$ cat config.mk
export PLATFORM = sky130hd
export DESIGN_NAME = pc_next_unit
export DESIGN_NICKNAME = d
export VERILOG_FILES = /design/src/rtl/pcnu_pkg.sv /design/src/rtl/pcnu_hilatch.sv /design/src/rtl/pcnu_target.sv /design/src/rtl/pcnu_pcreg.sv /design/src/rtl/pc_next_unit.sv
export SDC_FILE = /design/constraint.sdc
export NUM_CORES = 1
export LEC_CHECK = 0
export BUFFER_PORTS_ARGS = -buffer_cell sky130_fd_sc_hd__buf_2
export CORE_MARGIN = 1.5
export CORE_UTILIZATION = 45
export CTS_BUF_LIST = sky130_fd_sc_hd__clkbuf_16
export DETAILED_ROUTE_END_ITERATION = 16
export PLACE_DENSITY_LB_ADDON = 0.12
export SLEW_MARGIN = 20
export SYNTH_ARGS = -nofsm -noshare
export SYNTH_HDL_FRONTEND = slang
export SYNTH_SLANG_ARGS = --single-unit
$ cat constraint.sdc
create_clock -name clk -period 3.11 [get_ports clk]
set_input_delay 0.622 -clock clk [delete_from_list [all_inputs] [get_ports clk]]
set_output_delay 0.622 -clock clk [all_outputs]
set_load 0.03 [all_outputs]
$ cat src/rtl/pcnu_pkg.sv
package pcnu_pkg;

  typedef enum logic [2:0] {
    ACT_SEQ   = 3'd0,
    ACT_PCLWR = 3'd1,
    ACT_JUMP  = 3'd2,
    ACT_CALL  = 3'd3,
    ACT_CALLW = 3'd4,
    ACT_BRW   = 3'd5,
    ACT_BRA   = 3'd6,
    ACT_RSVD  = 3'd7
  } pc_act_e;

endpackage

$ cat src/rtl/pcnu_hilatch.sv
module pcnu_hilatch #(
  parameter int LAT_W = 7
) (
  input  logic             clk,
  input  logic             rst_n,
  input  logic             we_i,
  input  logic [LAT_W-1:0] wdata_i,
  output logic [LAT_W-1:0] lat_o
);

  logic [LAT_W-1:0] lat_q;
  logic [LAT_W-1:0] lat_d;

  always_comb begin
    lat_d = lat_q;
    if (we_i) lat_d = wdata_i;
  end

  always_ff @(posedge clk or negedge rst_n) begin
    if (!rst_n) lat_q <= '0;
    else        lat_q <= lat_d;
  end

  assign lat_o = lat_q;

endmodule

$ cat src/rtl/pcnu_target.sv
module pcnu_target
  import pcnu_pkg::*;
#(
  parameter int          PC_W     = 15,
  parameter int          DATA_W   = 8,
  parameter int          OPND_W   = 11,
  parameter int          BOFS_W   = 9,
  parameter logic [14:0] VEC_ADDR = 15'h0004
) (
  input  logic [PC_W-1:0]        pc_i,
  input  logic [PC_W-DATA_W-1:0] lat_i,
  input  pc_act_e                act_i,
  input  logic                   irq_i,
  input  logic                   rst_ok_i,
  input  logic [OPND_W-1:0]      opnd_i,
  input  logic [DATA_W-1:0]      wreg_i,
  input  logic [DATA_W-1:0]      pcl_wdata_i,
  output logic [PC_W-1:0]        nxt_o,
  output logic [PC_W-1:0]        ret_o,
  output logic                   push_o
);

  localparam int LAT_W  = PC_W - DATA_W;
  localparam int JHI_W  = PC_W - OPND_W;
  localparam int ZEXT_W = PC_W - DATA_W;
  localparam int SEXT_W = PC_W - BOFS_W;

  logic [PC_W-1:0] pc_inc;
  logic [PC_W-1:0] brw_sum;
  logic [PC_W-1:0] bra_sum;
  logic [PC_W-1:0] jmp_tgt;
  logic [PC_W-1:0] pcl_tgt;
  logic [PC_W-1:0] cw_tgt;
  logic [PC_W-1:0] bofs_ext;

  assign pc_inc   = pc_i + {{(PC_W-1){1'b0}}, 1'b1};
  assign bofs_ext = {{SEXT_W{opnd_i[BOFS_W-1]}}, opnd_i[BOFS_W-1:0]};
  assign brw_sum  = pc_inc + {{ZEXT_W{1'b0}}, wreg_i};
  assign bra_sum  = pc_inc + bofs_ext;
  assign jmp_tgt  = {lat_i[LAT_W-1 -: JHI_W], opnd_i};
  assign pcl_tgt  = {lat_i, pcl_wdata_i};
  assign cw_tgt   = {lat_i, wreg_i};

  always_comb begin
    if (irq_i) begin
      nxt_o = VEC_ADDR[PC_W-1:0];
    end else begin
      unique case (act_i)
        ACT_PCLWR:          nxt_o = pcl_tgt;
        ACT_JUMP, ACT_CALL: nxt_o = jmp_tgt;
        ACT_CALLW:          nxt_o = cw_tgt;
        ACT_BRW:            nxt_o = brw_sum;
        ACT_BRA:            nxt_o = bra_sum;
        default:            nxt_o = pc_inc;
      endcase
    end
  end

  assign push_o = rst_ok_i & (irq_i | (act_i == ACT_CALL) | (act_i == ACT_CALLW));
  assign ret_o  = pc_inc;

endmodule

$ cat src/rtl/pcnu_pcreg.sv
module pcnu_pcreg #(
  parameter int PC_W = 15
) (
  input  logic            clk,
  input  logic            rst_n,
  input  logic [PC_W-1:0] pc_d_i,
  output logic [PC_W-1:0] pc_q_o
);

  logic [PC_W-1:0] pc_q;

  always_ff @(posedge clk or negedge rst_n) begin
    if (!rst_n) pc_q <= '0;
    else        pc_q <= pc_d_i;
  end

  assign pc_q_o = pc_q;

endmodule

$ cat src/rtl/pc_next_unit.sv
module pc_next_unit
  import pcnu_pkg::*;
#(
  parameter int          PC_W     = 15,
  parameter int          DATA_W   = 8,
  parameter int          OPND_W   = 11,
  parameter int          BOFS_W   = 9,
  parameter logic [14:0] VEC_ADDR = 15'h0004
) (
  input  logic                   clk,
  input  logic                   rst_n,
  input  logic [2:0]             act_i,
  input  logic                   irq_vec_i,
  input  logic [OPND_W-1:0]      opnd_i,
  input  logic [DATA_W-1:0]      wreg_i,
  input  logic [DATA_W-1:0]      pcl_wdata_i,
  input  logic                   lat_we_i,
  input  logic [PC_W-DATA_W-1:0] lat_wdata_i,
  output logic [PC_W-1:0]        pc_o,
  output logic [PC_W-DATA_W-1:0] lat_o,
  output logic [PC_W-1:0]        ret_addr_o,
  output logic                   push_o
);

  localparam int LAT_W = PC_W - DATA_W;

  logic [PC_W-1:0]  pc_cur;
  logic [PC_W-1:0]  pc_nxt;
  logic [LAT_W-1:0] lat_cur;
  pc_act_e          act_dec;

  assign act_dec = pc_act_e'(act_i);

  pcnu_hilatch #(.LAT_W(LAT_W)) u_hilatch (
    .clk     (clk),
    .rst_n   (rst_n),
    .we_i    (lat_we_i),
    .wdata_i (lat_wdata_i),
    .lat_o   (lat_cur)
  );

  pcnu_target #(
    .PC_W(PC_W), .DATA_W(DATA_W), .OPND_W(OPND_W),
    .BOFS_W(BOFS_W), .VEC_ADDR(VEC_ADDR)
  ) u_target (
    .pc_i        (pc_cur),
    .lat_i       (lat_cur),
    .act_i       (act_dec),
    .irq_i       (irq_vec_i),
    .rst_ok_i    (rst_n),
    .opnd_i      (opnd_i),
    .wreg_i      (wreg_i),
    .pcl_wdata_i (pcl_wdata_i),
    .nxt_o       (pc_nxt),
    .ret_o       (ret_addr_o),
    .push_o      (push_o)
  );

  pcnu_pcreg #(.PC_W(PC_W)) u_pcreg (
    .clk    (clk),
    .rst_n  (rst_n),
    .pc_d_i (pc_nxt),
    .pc_q_o (pc_cur)
  );

  assign pc_o  = pc_cur;
  assign lat_o = lat_cur;

endmodule

==> results.sh <==
export IMPL_final_fill_count=467
export IMPL_postSynth_asyncResetShare_pct=100.0
export IMPL_fp_dieArea_sq_um=5927
export IMPL_antenna_found_initial=0
export IMPL_crit_reg2reg_capture="u_pcreg.pc_q_o[10]"
export IMPL_cts_root_buf="clkbuf_16"
export IMPL_synth_top_area_share_pct=22.35
export IMPL_detailedPlacementHpwl_um=6408
export IMPL_layout_nets=470
export IMPL_finish_cell_count_without_fillers=485
export IMPL_grt_max_degree=26
export IMPL_wire_length_of_the_first_global_routing_pass_um=12960
export IMPL_first_global_vias=2627
export IMPL_grt_setup_unrepaired="yes"
export IMPL_largest_driver_fanout_on_the_critical_path=4
export IMPL_finalWirelength_um=8459
export IMPL_drc=0
export IMPL_outcome="finished with violations"
export IMPL_totalPowerFinal_mw=1.468
export IMPL_vias=2864
export IMPL_power_density_nw_per_um2=416.2
export IMPL_violations="negative setup slack"
export IMPL_final_period_utilization_pct=107.7
export IMPL_transition_time_of_the_tightest_slew_check_pin_ps=646.7
export IMPL_required_ps=3240
export IMPL_post_synth_instance_area_sq_um=2464
export IMPL_gr_usage_all_layers_pct=27.50
export IMPL_regToRegStartpoint="u_pcreg.pc_q_o[1]"
export IMPL_timing_worst_setup_path_type="input pin to register"
export IMPL_per_cell_routed_wire_length_um=17.44
export IMPL_detail_route_iter0_violations=217
export IMPL_tritoncts="yes"
export IMPL_die_width_um=76.99
export IMPL_netlist_cell_type_count=58
export IMPL_worst_ir_drop_vdd_uv=216.3
export IMPL_static_leakage_nw=1.726
export IMPL_slew_limit_headroom_pct=56.43
export IMPL_fin_crit_ps=3350
export IMPL_clock_sink_count=22
export IMPL_finalClockSkew_ps=3.908
export IMPL_detail_route_vias_per_cell=5.905
export IMPL_placed_cells_incl_taps=476
export IMPL_layout_drive_gt1_share_pct=41.93
export IMPL_h_tree_levels=1
export IMPL_setup_worst_path_end_class="register"
export IMPL_detailedRoute_firstPassIterationCount=5
export IMPL_number_of_cell_rows=26
export IMPL_report_final_slew_viol_count=0
export IMPL_synth_yosys_seq_area_share_pct=22.35
export IMPL_worst_ep_arrival_time_ps=3480
export IMPL_syn_nets=359
export IMPL_ys_top_cells_by_area="dfrtp_1, ha_1, mux2_2"
export IMPL_insertedDiodeCount=0
export IMPL_die_h_um=76.99
export IMPL_setup_slack_ps=-239.7
export IMPL_r2r_setup_slack_ps=-30
export IMPL_hp_class="input pin to async pin"
export IMPL_number_of_hold_violations_in_the_final_report=0
export IMPL_startpoint_class_of_the_critical_path="input pin"
export IMPL_cts_buffers_inserted=3
export IMPL_clkTransAtPathRegs_ps=60
export IMPL_core_area_sq_um=5205
export IMPL_max_cap_violations=0
export IMPL_synth_seq_cells=22
export IMPL_grt_remaining_overflow=0
export IMPL_insertion_delay_ps=250
export IMPL_design_portCount=79
export IMPL_avgSynthCellArea_sq_um=8.051
export IMPL_area_growth_synth_to_final_pct=43.17
export IMPL_cts_hold_fix_bufs=0
export IMPL_ys_dominant_reg_cell="dfrtp_1"
export IMPL_synth_edf_count=0
export IMPL_antenna_left=0
export IMPL_buffer_ports_inserted=78
export IMPL_final_setup_viol_count=7
export IMPL_synth_warnings=0
export IMPL_largest_buffer_count_on_any_clock_path=2
export IMPL_post_synth_top_area_cell="dfrtp_1"
export IMPL_start_util_pct=47.33
export IMPL_worstRegToRegCells=12
export IMPL_gp_routability_congestion=0.9203
export IMPL_maxClockFrequency_mhz=298.5
export IMPL_post_synth_inst_count=306
export IMPL_final_core_utilization_pct=67.76
[metrics by stage]
stage	TNS [ps]	hold slack [ps]	area (sq um)	setup slack (ps)
2_1_floorplan	-1598	326.4	2551	-489.3
3_3_place_gp	-2266	520.7	3237	-400.2
3_5_place_dp	-2651	532.5	3237	-489.0
4_1_cts	-692.4	416.1	3347	-239.0
5_1_grt	-1834	423.7	3527	-342.5
6_report	-934.3	413.3	3527	-239.7
[critical path, cell delays in order]
cell      delay, ps
buf_6            90
nand3b_1        200
buf_6           170
mux2_4          310
fa_2            380
a21o_1          190
a21oi_2         170
nor2_1           60
a211o_1         300
a31oi_4         220
o21ai_1          90
a221o_1         350
a311o_1         320
[Yosys cell counts, drive strengths merged (7+ instances only)]
master and instances:
nand2 24, nor2 23, dfrtp 22, o21ai 20
inv 17, a21oi 14, nor3 13, xnor2 13
xor2 13, mux2 12, clkbuf 11, ha 11
nand4 8, a22oi 7
[flip-flops by register name, summed over array words and instances, names as in the netlist]
signal,cells
u_hilatch.lat_o,7
u_pcreg.pc_q_o,15
[per-layer routing]
metal	share of wire (%)	up-vias	track usage [%]
li1	-	1365	-
met1	45	1360	39.56
met2	48	126	45.58
met3	6.3	13	2.143
met4	1.0	0	4.909
met5	0	-	0
[final cells by class]
| cell class | instances | area, sq um | share of cell area [%] |
|---|---|---|---|
| multi-input cells | 250 | 1997 | 56.62 |
| repair buffers | 123 | 753.2 | 21.36 |
| well taps | 70 | 87.58 | 2.483 |
| clock buffers | 3 | 75.07 | 2.128 |
| inverters | 17 | 63.81 | 1.809 |
| flip-flops and latches | 22 | 550.5 | 15.61 |
[kinds of logic (layout without fill, tap and decap cells)]
kind of cell / count (synthesis) / count (layout) / share of synthesized area, %
flip-flops: 22 / 22 / 22.35
adder cells (fa/ha/maj): 12 / 12 / 6.399
AO/OA/AOI/OAI: 93 / 93 / 26.77
buffers and inverters: 34 / 143 / 5.485
multiplexers: 16 / 16 / 7.110
AND/OR/NAND/NOR: 102 / 102 / 21.64
XOR/XNOR: 27 / 27 / 10.26
[worst max-delay path by stage]
stage / slack, ps / from / to
after CTS: -240 / act_i[0] / u_pcreg.pc_q_o[10]
after global routing: -340 / act_i[0] / u_pcreg.pc_q_o[10]
after floorplan: -490 / act_i[0] / u_pcreg.pc_q_o[10]
final: -240 / act_i[0] / u_pcreg.pc_q_o[10]
after global placement: -400 / act_i[0] / u_pcreg.pc_q_o[10]
after detailed placement: -490 / act_i[0] / u_pcreg.pc_q_o[10]
[placed cells by master, fill, tap and decap left out, drive strengths merged, types with 3 or more instances in the layout]
cell,instances
or3,5
a211o,4
xnor2,13
nand2b,3
o21ai,20
or4,3
a21oi,14
buf,123
nand2,24
nor3,13
mux2,12
inv,17
xor2,13
o22ai,6
ha,11
nor2,23
mux2i,4
a21o,6
nand3,6
and3,6
a31oi,5
clkbuf,3
a211oi,6
a22oi,7
a221oi,6
nand4,8
dfrtp,22
and2,4
[repair_timing]
action | CTS | global route
endpoints found under the setup margin | 6 | 8
pin swaps | 6 | 18
setup buffers | 0 | 7
gates resized for setup | 6 | 26
[where the power goes]
part / internal (mW) / total, mW / switching, mW
Combinational: 0.359 / 0.838 / 0.479
Sequential: 0.318 / 0.361 / 0.0433
Clock: 0.170 / 0.270 / 0.0997
Total: 0.846 / 1.47 / 0.622
No activity file was read; power rests on OpenSTA's default activity.
